==> src/rtl/pipe_hazard_pkg.sv <==
package pipe_hazard_pkg;

  // strobes from the decision logic to the occupancy counters
  typedef struct packed {
    logic d1Step;
    logic d1Clr;
    logic d2Step;
    logic d2Clr;
    logic exStep;
    logic exClr;
  } hzStrobes_t;

  // status returned by the occupancy counters
  typedef struct packed {
    logic d1Done;
    logic d2Done;
    logic exLast;
  } hzStatus_t;

endpackage

==> src/rtl/hz_occupancy.sv <==
module hz_occupancy
  import pipe_hazard_pkg::*;
#(
  parameter int PFX_W      = 3,
  parameter int EX_RMW_CYC = 3,
  parameter int PH_W       = (EX_RMW_CYC > 2) ? $clog2(EX_RMW_CYC) : 1
) (
  input  logic             clk,
  input  logic             rstN,
  input  hzStrobes_t       strobes,
  input  logic [PFX_W-1:0] d1PrefixCnt,
  input  logic             d1TwoByte,
  input  logic             d2Extra,
  input  logic             exRmw,
  output hzStatus_t        status,
  output logic [PH_W-1:0]  exPhase
);

  localparam int CNT_W = PFX_W + 1;
  localparam logic [PH_W-1:0] PH_LAST = PH_W'(EX_RMW_CYC - 1);

  logic [CNT_W-1:0] d1Cnt;
  logic [CNT_W-1:0] d1Extra;
  logic             d2Cnt;
  logic [PH_W-1:0]  exCnt;

  assign d1Extra = CNT_W'(d1PrefixCnt) + CNT_W'(d1TwoByte);

  always_comb begin
    status.d1Done = (d1Cnt >= d1Extra);
    status.d2Done = !d2Extra || d2Cnt;
    status.exLast = !exRmw || (exCnt == PH_LAST);
  end

  assign exPhase = exCnt;

  // decode-1 extra cycle counter, saturating at the needed count
  always_ff @(posedge clk) begin
    if (!rstN)                                 d1Cnt <= '0;
    else if (strobes.d1Clr)                    d1Cnt <= '0;
    else if (strobes.d1Step && !status.d1Done) d1Cnt <= d1Cnt + 1'b1;
  end

  // decode-2 extra cycle flag
  always_ff @(posedge clk) begin
    if (!rstN)                                 d2Cnt <= 1'b0;
    else if (strobes.d2Clr)                    d2Cnt <= 1'b0;
    else if (strobes.d2Step && !status.d2Done) d2Cnt <= 1'b1;
  end

  // execute read-modify-write phase counter
  always_ff @(posedge clk) begin
    if (!rstN)                                 exCnt <= '0;
    else if (strobes.exClr)                    exCnt <= '0;
    else if (strobes.exStep && !status.exLast) exCnt <= exCnt + 1'b1;
  end

endmodule

==> src/rtl/hz_decide.sv <==
module hz_decide
  import pipe_hazard_pkg::*;
#(
  parameter int REG_W = 3
) (
  input  logic             d1Valid,
  input  logic             d2Valid,
  input  logic             d2BaseValid,
  input  logic [REG_W-1:0] d2BaseReg,
  input  logic             d2IndexValid,
  input  logic [REG_W-1:0] d2IndexReg,
  input  logic             exValid,
  input  logic             exIsLoad,
  input  logic [REG_W-1:0] exDestReg,
  input  logic             exBranchTaken,
  input  hzStatus_t        status,
  output logic             holdFetch,
  output logic             holdD1,
  output logic             holdD2,
  output logic             holdEx,
  output logic             bubbleD2,
  output logic             bubbleEx,
  output logic             bubbleWb,
  output logic             flushD1,
  output logic             flushD2,
  output logic             redirect,
  output hzStrobes_t       strobes
);

  logic exBusy, takenNow, agiHit, d2Stall, d1Stall;
  logic baseHit, indexHit;

  always_comb begin
    baseHit  = d2BaseValid  && (d2BaseReg  == exDestReg);
    indexHit = d2IndexValid && (d2IndexReg == exDestReg);
    agiHit   = exValid && exIsLoad && d2Valid && (baseHit || indexHit);

    exBusy   = exValid && !status.exLast;
    takenNow = exValid && exBranchTaken && !exBusy;
    d2Stall  = d2Valid && (agiHit || !status.d2Done);
    d1Stall  = d1Valid && !status.d1Done;

    // priority: execute busy, then flush, then decode-2, then decode-1
    holdEx    = exBusy;
    holdD2    = exBusy || (!takenNow && d2Stall);
    holdD1    = holdD2 || (!takenNow && d1Stall);
    holdFetch = holdD1;

    bubbleWb  = exBusy;
    bubbleEx  = !exBusy && !takenNow && d2Stall;
    bubbleD2  = !holdD2 && !takenNow && d1Stall;

    flushD1   = takenNow;
    flushD2   = takenNow;
    redirect  = takenNow;

    strobes.d1Step = d1Valid && holdD1;
    strobes.d1Clr  = !d1Valid || !holdD1 || takenNow;
    strobes.d2Step = d2Valid && holdD2 && !agiHit;
    strobes.d2Clr  = !d2Valid || !holdD2 || takenNow;
    strobes.exStep = exValid && holdEx;
    strobes.exClr  = !exValid || !holdEx;
  end

endmodule

==> src/rtl/pipe_hazard_ctrl.sv <==
module pipe_hazard_ctrl
  import pipe_hazard_pkg::*;
#(
  parameter int PFX_W      = 3,
  parameter int REG_W      = 3,
  parameter int EX_RMW_CYC = 3,
  parameter int PH_W       = (EX_RMW_CYC > 2) ? $clog2(EX_RMW_CYC) : 1
) (
  input  logic             clk,
  input  logic             rstN,
  input  logic             d1Valid,
  input  logic [PFX_W-1:0] d1PrefixCnt,
  input  logic             d1TwoByte,
  input  logic             d2Valid,
  input  logic             d2ImmDisp,
  input  logic             d2BaseIdxDisp,
  input  logic             d2BaseValid,
  input  logic [REG_W-1:0] d2BaseReg,
  input  logic             d2IndexValid,
  input  logic [REG_W-1:0] d2IndexReg,
  input  logic             exValid,
  input  logic             exIsLoad,
  input  logic [REG_W-1:0] exDestReg,
  input  logic             exRmw,
  input  logic             exBranchTaken,
  output logic             holdFetch,
  output logic             holdD1,
  output logic             holdD2,
  output logic             holdEx,
  output logic             bubbleD2,
  output logic             bubbleEx,
  output logic             bubbleWb,
  output logic             flushD1,
  output logic             flushD2,
  output logic             redirect,
  output logic [PH_W-1:0]  exPhase
);

  hzStrobes_t strobes;
  hzStatus_t  status;

  hz_occupancy #(
    .PFX_W(PFX_W), .EX_RMW_CYC(EX_RMW_CYC), .PH_W(PH_W)
  ) i_occupancy (
    .clk        (clk),
    .rstN       (rstN),
    .strobes    (strobes),
    .d1PrefixCnt(d1PrefixCnt),
    .d1TwoByte  (d1TwoByte),
    .d2Extra    (d2ImmDisp || d2BaseIdxDisp),
    .exRmw      (exRmw),
    .status     (status),
    .exPhase    (exPhase)
  );

  hz_decide #(.REG_W(REG_W)) i_decide (
    .d1Valid      (d1Valid),
    .d2Valid      (d2Valid),
    .d2BaseValid  (d2BaseValid),
    .d2BaseReg    (d2BaseReg),
    .d2IndexValid (d2IndexValid),
    .d2IndexReg   (d2IndexReg),
    .exValid      (exValid),
    .exIsLoad     (exIsLoad),
    .exDestReg    (exDestReg),
    .exBranchTaken(exBranchTaken),
    .status       (status),
    .holdFetch    (holdFetch),
    .holdD1       (holdD1),
    .holdD2       (holdD2),
    .holdEx       (holdEx),
    .bubbleD2     (bubbleD2),
    .bubbleEx     (bubbleEx),
    .bubbleWb     (bubbleWb),
    .flushD1      (flushD1),
    .flushD2      (flushD2),
    .redirect     (redirect),
    .strobes      (strobes)
  );

endmodule

==> config.mk <==
export PLATFORM = sky130hd
export DESIGN_NAME = pipe_hazard_ctrl
export DESIGN_NICKNAME = d
export VERILOG_FILES = /design/src/rtl/pipe_hazard_pkg.sv /design/src/rtl/hz_occupancy.sv /design/src/rtl/hz_decide.sv /design/src/rtl/pipe_hazard_ctrl.sv
export SDC_FILE = /design/constraint.sdc
export NUM_CORES = 1
export LEC_CHECK = 0
export ABC_AREA = 1
export BUFFER_PORTS_ARGS = -buffer_cell sky130_fd_sc_hd__buf_4
export CORE_MARGIN = 2
export CORE_UTILIZATION = 43
export CTS_CLUSTER_DIAMETER = 60
export DETAILED_ROUTE_END_ITERATION = 6
export PLACE_DENSITY = 0.77
export SLEW_MARGIN = 5
export SYNTH_ARGS = -nofsm -noshare
export SYNTH_HDL_FRONTEND = slang
export SYNTH_SLANG_ARGS = --single-unit
==> constraint.sdc <==
create_clock -name clk -period 3.05 [get_ports clk]
set_clock_uncertainty 0.2 [all_clocks]
set_input_delay 0.61 -clock clk [delete_from_list [all_inputs] [get_ports clk]]
set_output_delay 0.61 -clock clk [all_outputs]
set_load 0.05 [all_outputs]
==> qor.yml <==
cp_data_arrival_time_ns: 2.20
path_cells: "buf_6, ha_4, ha_4, inv_2, ha_4, inv_2, o21bai_1, nand3_1, nand4_1, nor2_4, inv_4, nand3_4, buf_8"
dr.pass1.iters: 4
place.gp.congestion: 0.739
internal_power_w: 0.000219
syn_inst: 110
dpl.hpwl_mm: 1.49
routed_wl_mm: 1.69
drv_slew: 0
cap_viol_max_count: 0
leakage_nw: 0.588
setup_ws_ns: 0.0444
status: "finished, final reports clean"
postCtsHoldBufs: 0
critical-path-slowest-cell: "ha_4"
pin_count: 37
grt_pass1_vias: 715
netlist.area_leader.share_pct: 20.1
dp_cells: 161
num_vias: 779
drive_gt1_share_pct: 41.3
p_seq_share_pct: 26.8
layout.nets: 184
die_y_um: 44.3
die_w_um: 44.3
dieArea_mm2: 0.00196
synth-seq-cells: 7
whs_ns: 0.205
tritoncts.num_buffers: 3
worst_pin_slew_ns: 0.278
switching_share_pct: 38.1
drtAntennaViolNets: 0
rsz0062_at_grt: "yes"
worstSkewPairLatency_ns: 0.25
core_area_mm2: 0.00151
ir_worst_vdd_v: 0.000158
worst-path-buf-inv: 5
setup_viol: 0
crit_path_end_kind: "output port"
cts.root.buffer_cell: "clkbuf_4"
rows: 14
crit_family: "adder cells"
hold_viol: 0
cts_tree: "done"
clockBufferDepth: 2
fin_util_pct: 73.3
comb_power_share_pct: 48.9
h-tree-depth: 1
syn_area_per_cell_um2: 6.34
cp_data_required_time_ns: 2.24
path_max_fanout: 3
antenna_cells: 0
yosysWarnings: 0
drt_iter0_drc: 5
overflow: 0
grt_max_degree: 6
start_util_pct: 46.3
slowest_delay_ns: 0.26
grt_usage_pct: 18.5
power_density_mw_per_mm2: 320
synth_cell_types: 21
switching_power_w: 0.000135
post-place-ws_ns: -0.0518
syn_area_um2: 697
critPathLaunchType: "input port"
period_needed_ns: 3.01
io_buffers: 36
grt_pass1_wl_mm: 2.73
wl_per_cell_um: 10.2
clkTransAtPathRegs_ns: 0.05
worst_path_most_repeated_cell: "ha_4"
cts.sinks: 7
period_share_pct: 98.5
drc: 0
layout.cells.most_common: "buf_4"
slew_headroom_pct: 81.4
via_per_inst: 4.69
hold_path.class: "reg2reg"
antenna_found_initial: 0
pwr-share-clk_pct: 24.3
mappedNetlistNets: 143
yosysSeqAreaShare_pct: 20.1
crit_type: "in2out"
area_growth_pct: 58.5
synth_top_cell_by_area: "dfxtp_1"
fmax_ghz: 0.333
layout_common_cells: "35 x buf_4, 31 x nand2_1, 17 x nor2_1, 13 x inv_1, 6 x dfxtp_1"
stdcell_count: 166
yosys-top-cells-area: "dfxtp_1 20%, nand2_1 17%, ha_1 14%, nor2_1 9.7%, inv_1 8.1%"
registers in the layout, indices dropped and copies added (netlist names):
name / count
i_occupancy.d2Cnt: 1
i_occupancy.exPhase: 2
i_occupancy.d1Cnt: 4
per-layer routing:
| metal | wire length, um | GRT usage (%) | up-vias |
|---|---|---|---|
| met3 | 96 | 6.53 | 0 |
| li1 | - | - | 411 |
| met5 | 0 | 0 | - |
| met1 | 645 | 19.9 | 345 |
| met2 | 952 | 35.0 | 23 |
| met4 | 0 | 3.03 | 0 |
what timing repair did:
item,in CTS,in global routing
setup endpoints to repair,3,3
setup buffers,0,1
resized for setup,3,6
pin swaps,2,7
gates cloned,0,0
layout make-up:
cell class | count | area (um^2)
multi-input combinational | 80 | 513
timing repair buffer | 40 | 330
fill | 125 | 402
tap | 16 | 20.0
clock buffer | 4 | 26.3
sequential | 7 | 141
inverter | 19 | 73.8
synth_stat cells:
cell type / n
buf_4: 4
nor2_4: 1
inv_1: 15
and3_1: 1
nand2_1: 31
nor3_4: 1
or2_2: 1
inv_2: 4
xor2_1: 1
nor2_2: 1
xnor2_1: 3
dfxtp_1: 7
nand3_2: 2
a21oi_1: 2
a21boi_0: 1
ha_1: 8
nand3_1: 4
nand4_1: 2
o21bai_1: 1
nand2_2: 2
nor2_1: 18
worst reg2reg max path, cell delays in order (launching register included):
cell and delay, ns:
dfxtp_1 0.36, ha_4 0.29, inv_2 0.02, o21bai_1 0.12, nand3_1 0.09, nand4_1 0.14
nor2_4 0.07, buf_4 0.13, buf_4 0.13, nand2_1 0.05, a21boi_0 0.17, nor2_1 0.06
metrics by stage:
stage / TNS, ns / power (W) / area, um^2
finish: 0 / 0.000354 / 1100
global route: -0.0631 / 0.000377 / 1100
CTS: 0 / 0.000351 / 1080
detailed placement: -0.127 / 0.000259 / 1040
global placement: -0.0117 / 0.000254 / 1040
floorplan: 0 / 0.000205 / 766
final timing paths:
kind | from | end | slack, ns | depth (start not counted)
worst max-delay path | d1PrefixCnt[0] | holdD1 | 0.04 | 13
worst min-delay path | i_occupancy.exPhase[0] | i_occupancy.exPhase[0] | 0.21 | 1
worst max register to register | i_occupancy.d1Cnt[1] | i_occupancy.d1Cnt[1] | 1.12 | 11
worst min register to register | i_occupancy.exPhase[0] | i_occupancy.exPhase[0] | 0.21 | 1
power groups by stage:
stage	clock, W	sequential, W	combinational [W]
final	0.0000861	0.0000946	0.000173
after global routing	0.0000958	0.0000948	0.000187
after CTS	0.0000903	0.0000946	0.000166
after detailed placement	0	0.0000966	0.000162
after global placement	0	0.0000965	0.000158
after floorplan	0	0.0000989	0.000106
kinds of logic after synthesis:
group | Yosys count | share of synthesized area [%]
fa+ha+maj | 8 | 14.4
simple gates | 64 | 42.4
xor+xnor | 4 | 5.03
compound gates | 4 | 3.59
buf+inv | 23 | 14.5
flops | 7 | 20.1
No activity file was read; power rests on OpenSTA's default activity.
